===== src/rtl/rmii_pkg.sv =====
package rmii_pkg;
  localparam int DIBIT_W = 2;
  localparam int NIB_W   = 2 * DIBIT_W;

  typedef logic [DIBIT_W-1:0] dibit_t;
  typedef logic [NIB_W-1:0]   nibble_t;

  // receive nibble as taken from the PHY core
  typedef struct packed {
    logic    crs;
    logic    dv;
    logic    er;
    nibble_t data;
  } rx_nib_t;
endpackage


===== src/rtl/rmii_rst_sync.sv =====
module rmii_rst_sync (
  input  logic clk,
  input  logic rst_n,
  output logic rst_core_n
);
  logic [1:0] sync_q;

  always_ff @(posedge clk or negedge rst_n) begin
    if (!rst_n) sync_q <= 2'b00;
    else        sync_q <= {sync_q[0], 1'b1};
  end

  assign rst_core_n = sync_q[1];
endmodule


===== src/rtl/rmii_tick_gen.sv =====
// Dibit-rate tick: every cycle when fast, once per DIV cycles when slow.
module rmii_tick_gen #(
  parameter int DIV       = 10,
  parameter int SAMPLE_AT = 0
) (
  input  logic clk,
  input  logic rst_n,
  input  logic fast,
  input  logic restart,
  output logic tick
);
  localparam int CW = (DIV > 1) ? $clog2(DIV) : 1;
  localparam logic [CW-1:0] LAST = CW'(DIV - 1);
  localparam logic [CW-1:0] HIT  = CW'(SAMPLE_AT);

  logic [CW-1:0] cnt_q, cnt_d, cnt_eff;
  logic          cnt_en;

  always_comb begin
    cnt_en  = ~fast;
    cnt_eff = restart ? '0 : cnt_q;
    if (cnt_eff == LAST) cnt_d = '0;
    else                 cnt_d = cnt_eff + 1'b1;
    tick    = fast | (cnt_eff == HIT);
  end

  always_ff @(posedge clk or negedge rst_n) begin
    if (!rst_n)      cnt_q <= '0;
    else if (cnt_en) cnt_q <= cnt_d;
  end
endmodule


===== src/rtl/rmii_tx_pack.sv =====
module rmii_tx_pack
  import rmii_pkg::*;
(
  input  logic    clk,
  input  logic    rst_n,
  input  logic    tick,
  input  logic    start,
  input  logic    tx_en,
  input  dibit_t  txd,
  output logic    nib_en,
  output nibble_t nib,
  output logic    nib_stb
);
  logic    phase_q, phase_d, phase_eff;
  dibit_t  lo_q, lo_d;
  logic    en_q, en_d;
  nibble_t nib_q, nib_d;
  logic    stb_q, stb_d;

  always_comb begin
    phase_eff = start ? 1'b0 : phase_q;
    phase_d   = start ? 1'b0 : phase_q;
    lo_d      = lo_q;
    en_d      = en_q;
    nib_d     = nib_q;
    stb_d     = 1'b0;
    if (tick) begin
      phase_d = ~phase_eff;
      stb_d   = phase_eff;
      if (!tx_en) begin
        en_d  = 1'b0;
        nib_d = '0;
      end else if (!phase_eff) begin
        lo_d  = txd;
      end else begin
        nib_d = {txd, lo_q};
        en_d  = 1'b1;
      end
    end
  end

  always_ff @(posedge clk or negedge rst_n) begin
    if (!rst_n) begin
      phase_q <= 1'b0;
      lo_q    <= '0;
      en_q    <= 1'b0;
      nib_q   <= '0;
      stb_q   <= 1'b0;
    end else begin
      phase_q <= phase_d;
      lo_q    <= lo_d;
      en_q    <= en_d;
      nib_q   <= nib_d;
      stb_q   <= stb_d;
    end
  end

  assign nib_en  = en_q;
  assign nib     = nib_q;
  assign nib_stb = stb_q;
endmodule


===== src/rtl/rmii_rx_split.sv =====
module rmii_rx_split
  import rmii_pkg::*;
(
  input  logic    clk,
  input  logic    rst_n,
  input  logic    tick,
  input  rx_nib_t nib_in,
  output logic    take,
  output dibit_t  rxd,
  output logic    crs_dv,
  output logic    rx_er
);
  logic    phase_q, phase_d;
  rx_nib_t cap_q, cap_d;
  dibit_t  rxd_q, rxd_d;
  logic    cdv_q, cdv_d;
  logic    er_q, er_d;

  always_comb begin
    take    = tick & ~phase_q;
    phase_d = tick ? ~phase_q : phase_q;
    cap_d   = cap_q;
    rxd_d   = rxd_q;
    cdv_d   = cdv_q;
    er_d    = er_q;
    if (take) begin
      cap_d = nib_in;
      rxd_d = nib_in.dv ? nib_in.data[DIBIT_W-1:0] : '0;
      cdv_d = nib_in.crs;
      er_d  = nib_in.er;
    end else if (tick) begin
      rxd_d = cap_q.dv ? cap_q.data[NIB_W-1:DIBIT_W] : '0;
      cdv_d = cap_q.crs | cap_q.dv;
      er_d  = cap_q.er;
    end
  end

  always_ff @(posedge clk or negedge rst_n) begin
    if (!rst_n) begin
      phase_q <= 1'b0;
      cap_q   <= '0;
      rxd_q   <= '0;
      cdv_q   <= 1'b0;
      er_q    <= 1'b0;
    end else begin
      phase_q <= phase_d;
      cap_q   <= cap_d;
      rxd_q   <= rxd_d;
      cdv_q   <= cdv_d;
      er_q    <= er_d;
    end
  end

  assign rxd    = rxd_q;
  assign crs_dv = cdv_q;
  assign rx_er  = er_q;
endmodule


===== src/rtl/rmii_mii_bridge.sv =====
module rmii_mii_bridge
  import rmii_pkg::*;
#(
  parameter int SLOW_DIV = 10
) (
  input  logic       clk,
  input  logic       rst_n,
  input  logic       speed_fast,
  input  logic       full_duplex,
  input  logic       rmii_tx_en,
  input  logic [1:0] rmii_txd,
  output logic [1:0] rmii_rxd,
  output logic       rmii_crs_dv,
  output logic       rmii_rx_er,
  output logic       mii_tx_stb,
  output logic       mii_tx_en,
  output logic [3:0] mii_txd,
  output logic       mii_tx_er,
  output logic       mii_col,
  output logic       mii_rx_stb,
  input  logic       mii_crs,
  input  logic       mii_rx_dv,
  input  logic [3:0] mii_rxd,
  input  logic       mii_rx_er
);
  localparam int MID = SLOW_DIV / 2;

  logic    rst_core_n;
  logic    tx_en_d;
  logic    tx_start;
  logic    tx_tick, rx_tick;
  rx_nib_t rx_in;

  rmii_rst_sync u_rst (
    .clk(clk), .rst_n(rst_n), .rst_core_n(rst_core_n)
  );

  always_ff @(posedge clk or negedge rst_core_n) begin
    if (!rst_core_n) tx_en_d <= 1'b0;
    else             tx_en_d <= rmii_tx_en;
  end

  assign tx_start = rmii_tx_en & ~tx_en_d;

  rmii_tick_gen #(.DIV(SLOW_DIV), .SAMPLE_AT(MID)) u_tx_tick (
    .clk(clk), .rst_n(rst_core_n), .fast(speed_fast),
    .restart(tx_start), .tick(tx_tick)
  );

  rmii_tick_gen #(.DIV(SLOW_DIV), .SAMPLE_AT(0)) u_rx_tick (
    .clk(clk), .rst_n(rst_core_n), .fast(speed_fast),
    .restart(1'b0), .tick(rx_tick)
  );

  rmii_tx_pack u_tx (
    .clk(clk), .rst_n(rst_core_n), .tick(tx_tick), .start(tx_start),
    .tx_en(rmii_tx_en), .txd(rmii_txd),
    .nib_en(mii_tx_en), .nib(mii_txd), .nib_stb(mii_tx_stb)
  );

  always_comb begin
    rx_in.crs  = mii_crs;
    rx_in.dv   = mii_rx_dv;
    rx_in.er   = mii_rx_er;
    rx_in.data = mii_rxd;
  end

  rmii_rx_split u_rx (
    .clk(clk), .rst_n(rst_core_n), .tick(rx_tick), .nib_in(rx_in),
    .take(mii_rx_stb), .rxd(rmii_rxd), .crs_dv(rmii_crs_dv), .rx_er(rmii_rx_er)
  );

  assign mii_tx_er = 1'b0;
  assign mii_col   = ~full_duplex & mii_crs & mii_tx_en;
endmodule


===== config.mk =====
export PLATFORM = sky130hd
export DESIGN_NAME = rmii_mii_bridge
export DESIGN_NICKNAME = d
export VERILOG_FILES = /design/src/rtl/rmii_pkg.sv /design/src/rtl/rmii_rst_sync.sv /design/src/rtl/rmii_tick_gen.sv /design/src/rtl/rmii_tx_pack.sv /design/src/rtl/rmii_rx_split.sv /design/src/rtl/rmii_mii_bridge.sv
export SDC_FILE = /design/constraint.sdc
export NUM_CORES = 1
export LEC_CHECK = 0
export ABC_AREA = 1
export BUFFER_PORTS_ARGS = -buffer_cell sky130_fd_sc_hd__buf_2
export CAP_MARGIN = 20
export CORE_MARGIN = 1.5
export CORE_UTILIZATION = 25
export CTS_CLUSTER_DIAMETER = 120
export DETAILED_ROUTE_END_ITERATION = 10
export PLACE_DENSITY = 0.42
export RECOVER_POWER = 100
export SETUP_SLACK_MARGIN = 0.15
export SLEW_MARGIN = 20
export SYNTH_ARGS = -nofsm -noshare
export SYNTH_HDL_FRONTEND = slang
export SYNTH_SLANG_ARGS = --single-unit

===== constraint.sdc =====
create_clock -name clk -period 2.4 [get_ports clk]
set_input_delay 0.12 -clock clk [delete_from_list [all_inputs] [get_ports clk]]
set_output_delay 0.12 -clock clk [all_outputs]
set_load 0.1 [all_outputs]

; After elaboration in Yosys (flattened, before gate mapping)
; Index checks and enable logic that the tools add are counted.
[classes]
muxes = 18
eq_ne = 4
bitwise_logic = 11
add_sub_neg = 2
reduce_logical = 4
[ops]
columns = op, n
row1 = $mux W4, 5
row2 = $mux W1, 9
row3 = $add A4 B1 Y4 const B, 2
row4 = $eq A4 B4 Y1 const B, 2
row5 = $mux W2, 4
row6 = $and A1 B1 Y1, 4
row7 = $eq A4 B3 Y1 const B, 1
row8 = $logic_not A4 Y1, 1
row9 = $not A1 Y1, 4
row10 = $or A1 B1 Y1, 3
row11 = $reduce_and A3 Y1, 1
row12 = $ne A2 B1 Y1 const B, 1
row13 = $reduce_and A2 Y1, 1
row14 = $reduce_bool A2 Y1, 1
[totals]
elab_cells = 56
reg_bits = 32
inputBits = 14

; Depth between registers and ports, before layout
[logic_depth]
ltp_word = 6
mapped_depth = 9
mapped_depth_nobuf = 9

; Hierarchy
; Synthesis repeated with hierarchy kept, for this count alone.
[hier_totals]
cells_unflattened = 179
area_unflattened_um2 = 1451.4
[by_module_without_submodules]
columns = mod, cells_each, seq_area_each_um2, area_each_um2, instances
row1 = rmii_rx_split, 50, 250.2, 427.9, 1
row2 = rmii_tx_pack, 46, 225.2, 402.9, 1
row3 = rmii_tick_gen (u_rx_tick), 38, 100.1, 261.5, 1
row4 = rmii_tick_gen (u_tx_tick), 35, 100.1, 251.5, 1
row5 = rmii_mii_bridge, 7, 25.0, 53.8, 1
row6 = rmii_rst_sync, 3, 50.0, 53.8, 1

; Worst setup path before layout
; OpenSTA, ideal clock, no wires.
[synth_timing]
kind = reg2out
start = register u_tx.en_q, in the netlist u_tx.nib_en
end = output mii_col
t_arrival_ps = 2306
path_stages_with_launch = 3
path_slack_ps = -26
n_path_buf = 0
cell_sequence = dfrtp_1 -> nand2_1 -> nor2_1
[synth_via]
elab_chain_cells = 1
[synth_rtl]
columns = item, line
row1 = "start, declared", rmii_tx_pack.sv:16  ; logic en_q, en_d;
row2 = "start signal, assigned", rmii_tx_pack.sv:52  ; en_q <= en_d;
row3 = $and A1 B1 Y1, rmii_mii_bridge.sv:74  ; assign mii_col = ~full_duplex & mii_crs & mii_tx_en;
row4 = "end, declared", rmii_mii_bridge.sv:19  ; output logic mii_col,
; No other way between the ends.

; Final worst setup path
[layout_timing]
start = register u_rx_tick.cnt_q[1]
end = output mii_rx_stb
[layout_via]
elab_chain_cells = 3
[layout_rtl]
columns = item, line
row1 = "start, declared", rmii_tick_gen.sv:16  ; logic [CW-1:0] cnt_q, cnt_d, cnt_eff;
row2 = "start signal, assigned", rmii_tick_gen.sv:29  ; else if (cnt_en) cnt_q <= cnt_d;
row3 = $logic_not A4 Y1, rmii_tick_gen.sv:24  ; tick = fast | (cnt_eff == HIT);
row4 = $or A1 B1 Y1, rmii_tick_gen.sv:24
row5 = $and A1 B1 Y1, rmii_rx_split.sv:20  ; take = tick & ~phase_q;
row6 = "end, declared", rmii_mii_bridge.sv:20  ; output logic mii_rx_stb,
; No other way between the ends.

==> summary.txt <==
Detailed routing
  • Drt total wl: 2720 um
  • Routed Antenna Nets: 0
  • DR DRC count: 0
  • DR WL/cell: 10.11 um
  • Vias per cell: 4.119
  • Vias: 1,108
  • DRT iter0 DRCs: 37
  • First-pass DRT Iterations: 4

Timing
  • RSZ-0062 raised after global routing: no
  • Fin. Hold Viols: 0
  • Total negative slack: 0 ps
  • Relative slew slack: -2.097%
  • Setup violators final: 0
  • Final worst path period share: a little over four fifths
  • Max Freq: ~490 MHz
  • Max Transition Viols Final: 29
  • Final Critical Period: 2024 ps
  • Worst setup margin: between 300 and 400 ps
  • Worst Tran Pin Value: 1531 ps
  • Hold WS: 48.20 ps
  • Clock Skew: 2.452 ps

Clock network
  • Cts repair resizes: 0
  • Worst-path clk slew: 60 ps
  • Clk Tree Root Cell: clkbuf_8
  • H-tree depth: 2
  • Worst skew pair latency: 270 ps
  • Worst-case clock buffer depth: 2
  • Postcts setup bufs: 0
  • Hold_buf cts: 1
  • CTS tree: yes
  • Clk sinks: 30
  • Num CTS Buffers: 5

Global routing
  • Gr usage total: roughly a tenth
  • First-pass GRT wire length: 4733 um
  • Initial antenna violation count: 0
  • Total grt overflow: 0
  • Largest net degree at the start of global routing: 29
  • Vias in the first global route: 1,086

Worst setup path
  • Required @ worst endpoint: 2280 ps
  • Critical R2R Capture: u_tx.phase_q
  • Arr. time, crit path: 1900 ps
  • Critical path startpoint category: flop
  • RR Startpoint: tx_en_d
  • Critical path type: flop to output port
  • Crit. Startpoint: u_rx_tick.cnt_q[1]
  • CP endpoint kind: output port
  • Reg2Reg Depth: 7
  • Maximum fanout along the worst path: 12
  • Worst R2R Setup Slack: 760 ps

Run status
  • Violated checks: capacitance limit, slew limit
  • Status: finished with violations

Min path
  • Sink of the worst hold path: u_rx.cap_q[3]
  • Critical hold path startpoint: mii_rxd[3]
  • Hold path cells: 3
  • Hold Crit Class: primary input to flop

Final layout
  • Commonest cells after routing, fill and taps aside: nand2_1, dfrtp_1, inv_1
  • Most common cell after layout, fill and taps aside: nand2_1
  • Layout cells sized above 1: between 10 and 15%
  • Fin cells: ~270
  • Nets: around 210
  • Area growth, synth to finish: 16.68%
  • Filler cells: approximately 610
  • Final instance area: between 1500 and 2000 um2
  • Diodes inserted: 0

Floorplan
  • I/O pins: 27
  • DIE WIDTH: 78.30 um
  • Row count: 27
  • Core area: 5473 um2
  • Initial Util: 25.90%
  • Die ar.: 6131 um2
  • Die Y: 78.30 um

Yosys
  • EDFF count, synth: 0
  • Sequential area share after synthesis: 52.96%
  • Synth warn: 0
  • Syn Area/Cell: approximately 8.6 um2
  • Syn nets: 180
  • Synth Cell Area: ~1400 um2
  • Synth unique cells: 24
  • Primary FF master, synth: dfrtp_1
  • Synth async-reset ratio: 100.0%
  • Post-Synthesis Cells: between 150 and 200
  • Flops & latches, synth: 30

Placement
  • Port Buffers: 25
  • Gpl congestion: 0.7360
  • Area of placed instances: 1613 um2
  • Placed insts: 260
  • Pre-CTS setup slack: 845.1 ps
  • Detailed placer's ending HPWL: 2005 um

Power
  • Peak supply drop: approximately 0.48 mV
  • Pleak: 0.8708 nW
  • Pwr Density: 1234 nW/um2

Run
  • Max-cap violations: 1
-- report_power, final --
part	internal, W	switching, W
combinational	0.000162	0.000699
clock	0.000231	0.000179
sequential	0.000671	0.0000992
-- registers in the layout, summed over array words and instances (netlist names) --
register         count
u_tx_tick.cnt_q      4
u_rx.rxd             2
u_tx.phase_q         1
u_rx_tick.cnt_q      4
u_tx.lo_q            2
u_rst.sync_q         2
u_tx.nib_stb         1
tx_en_d              1
u_tx.nib_en          1
u_rx.cap_q           5
u_rx.crs_dv          1
u_rx.rx_er           1
u_tx.nib             4
u_rx.phase_q         1
-- per-stage QoR --
| step | util [%] | power (W) |
|---|---|---|
| CTS | 31.32 | 0.002103 |
| floorplan | - | 0.001523 |
| detailed placement | 29.47 | 0.001681 |
| global placement | 29.47 | 0.001685 |
| global route | 30.22 | 0.002176 |
| finish | 30.22 | 0.002041 |
-- how the worst max path moves through the flow --
| stage | to | slack [ps] | cells past startpoint |
|---|---|---|---|
| after floorplan | mii_col | 400 | 2 |
| after global placement | mii_rx_stb | 870 | 6 |
| after detailed placement | mii_rx_stb | 850 | 6 |
| after CTS | mii_rx_stb | 540 | 6 |
| after global routing | mii_rx_stb | 240 | 6 |
| final | mii_rx_stb | 380 | 6 |
-- critical path, stage by stage (launching register included) --
cell	delay, ps
dfrtp_1	390
nor2_1	140
nand2_1	60
nand2_1	290
nand2_2	150
inv_2	140
buf_2	440
-- kinds of logic (layout without fill, tap and decap cells) --
family	Yosys count	in the layout	synth area share [%]
and+or+nand+nor	90	90	30.10
DFF	30	30	52.96
buffers and inverters	25	57	8.120
AOI/OAI and AO/OA	16	16	6.796
other	2	2	0.5298
adders and majority gates	1	1	0.8825
xor gates and xnor gates	1	1	0.6179
-- cell type report --
| cell class | count | area, um2 | area share (%) |
|---|---|---|---|
| sequential | 30 | 750.7 | 45.39 |
| clock buffer | 7 | 86.33 | 5.219 |
| multi-input combinational | 110 | 514.2 | 31.09 |
| tap | 72 | 90.09 | 5.446 |
| clock inverter | 1 | 5.005 | 0.3026 |
| inverter | 22 | 85.08 | 5.144 |
| timing repair buffer | 27 | 122.6 | 7.413 |
-- per-layer routing --
layer  share of wire (%)  GRT usage [%]  wire length [um]  vias to the layer above
met5                   0              0                 0                        -
met3                 5.3          3.372               144                        5
li1                    -              -                 -                      574
met2                  44          15.57              1184                       22
met4                 1.1          3.214                29                        0
met1                  50          12.36              1362                      507
-- Yosys cell counts, types with 2 or more instances --
| library cell | instances | share of area, % |
|---|---|---|
| inv_1 | 18 | 4.8 |
| buf_6 | 2 | 1.6 |
| nand2_2 | 3 | 1.3 |
| nand2_1 | 47 | 12 |
| nand3_1 | 13 | 4.6 |
| conb_1 | 2 | 0.53 |
| dfrtp_1 | 30 | 53 |
| o21ai_0 | 5 | 1.8 |
| nand3_2 | 2 | 1.4 |
| a21oi_1 | 4 | 1.4 |
| nand4_1 | 3 | 1.3 |
| nor2_1 | 16 | 4.2 |
| inv_2 | 3 | 0.79 |
| o21a_1 | 3 | 1.6 |
| nand2_4 | 5 | 4.0 |
No activity file was read; power rests on OpenSTA's default activity.
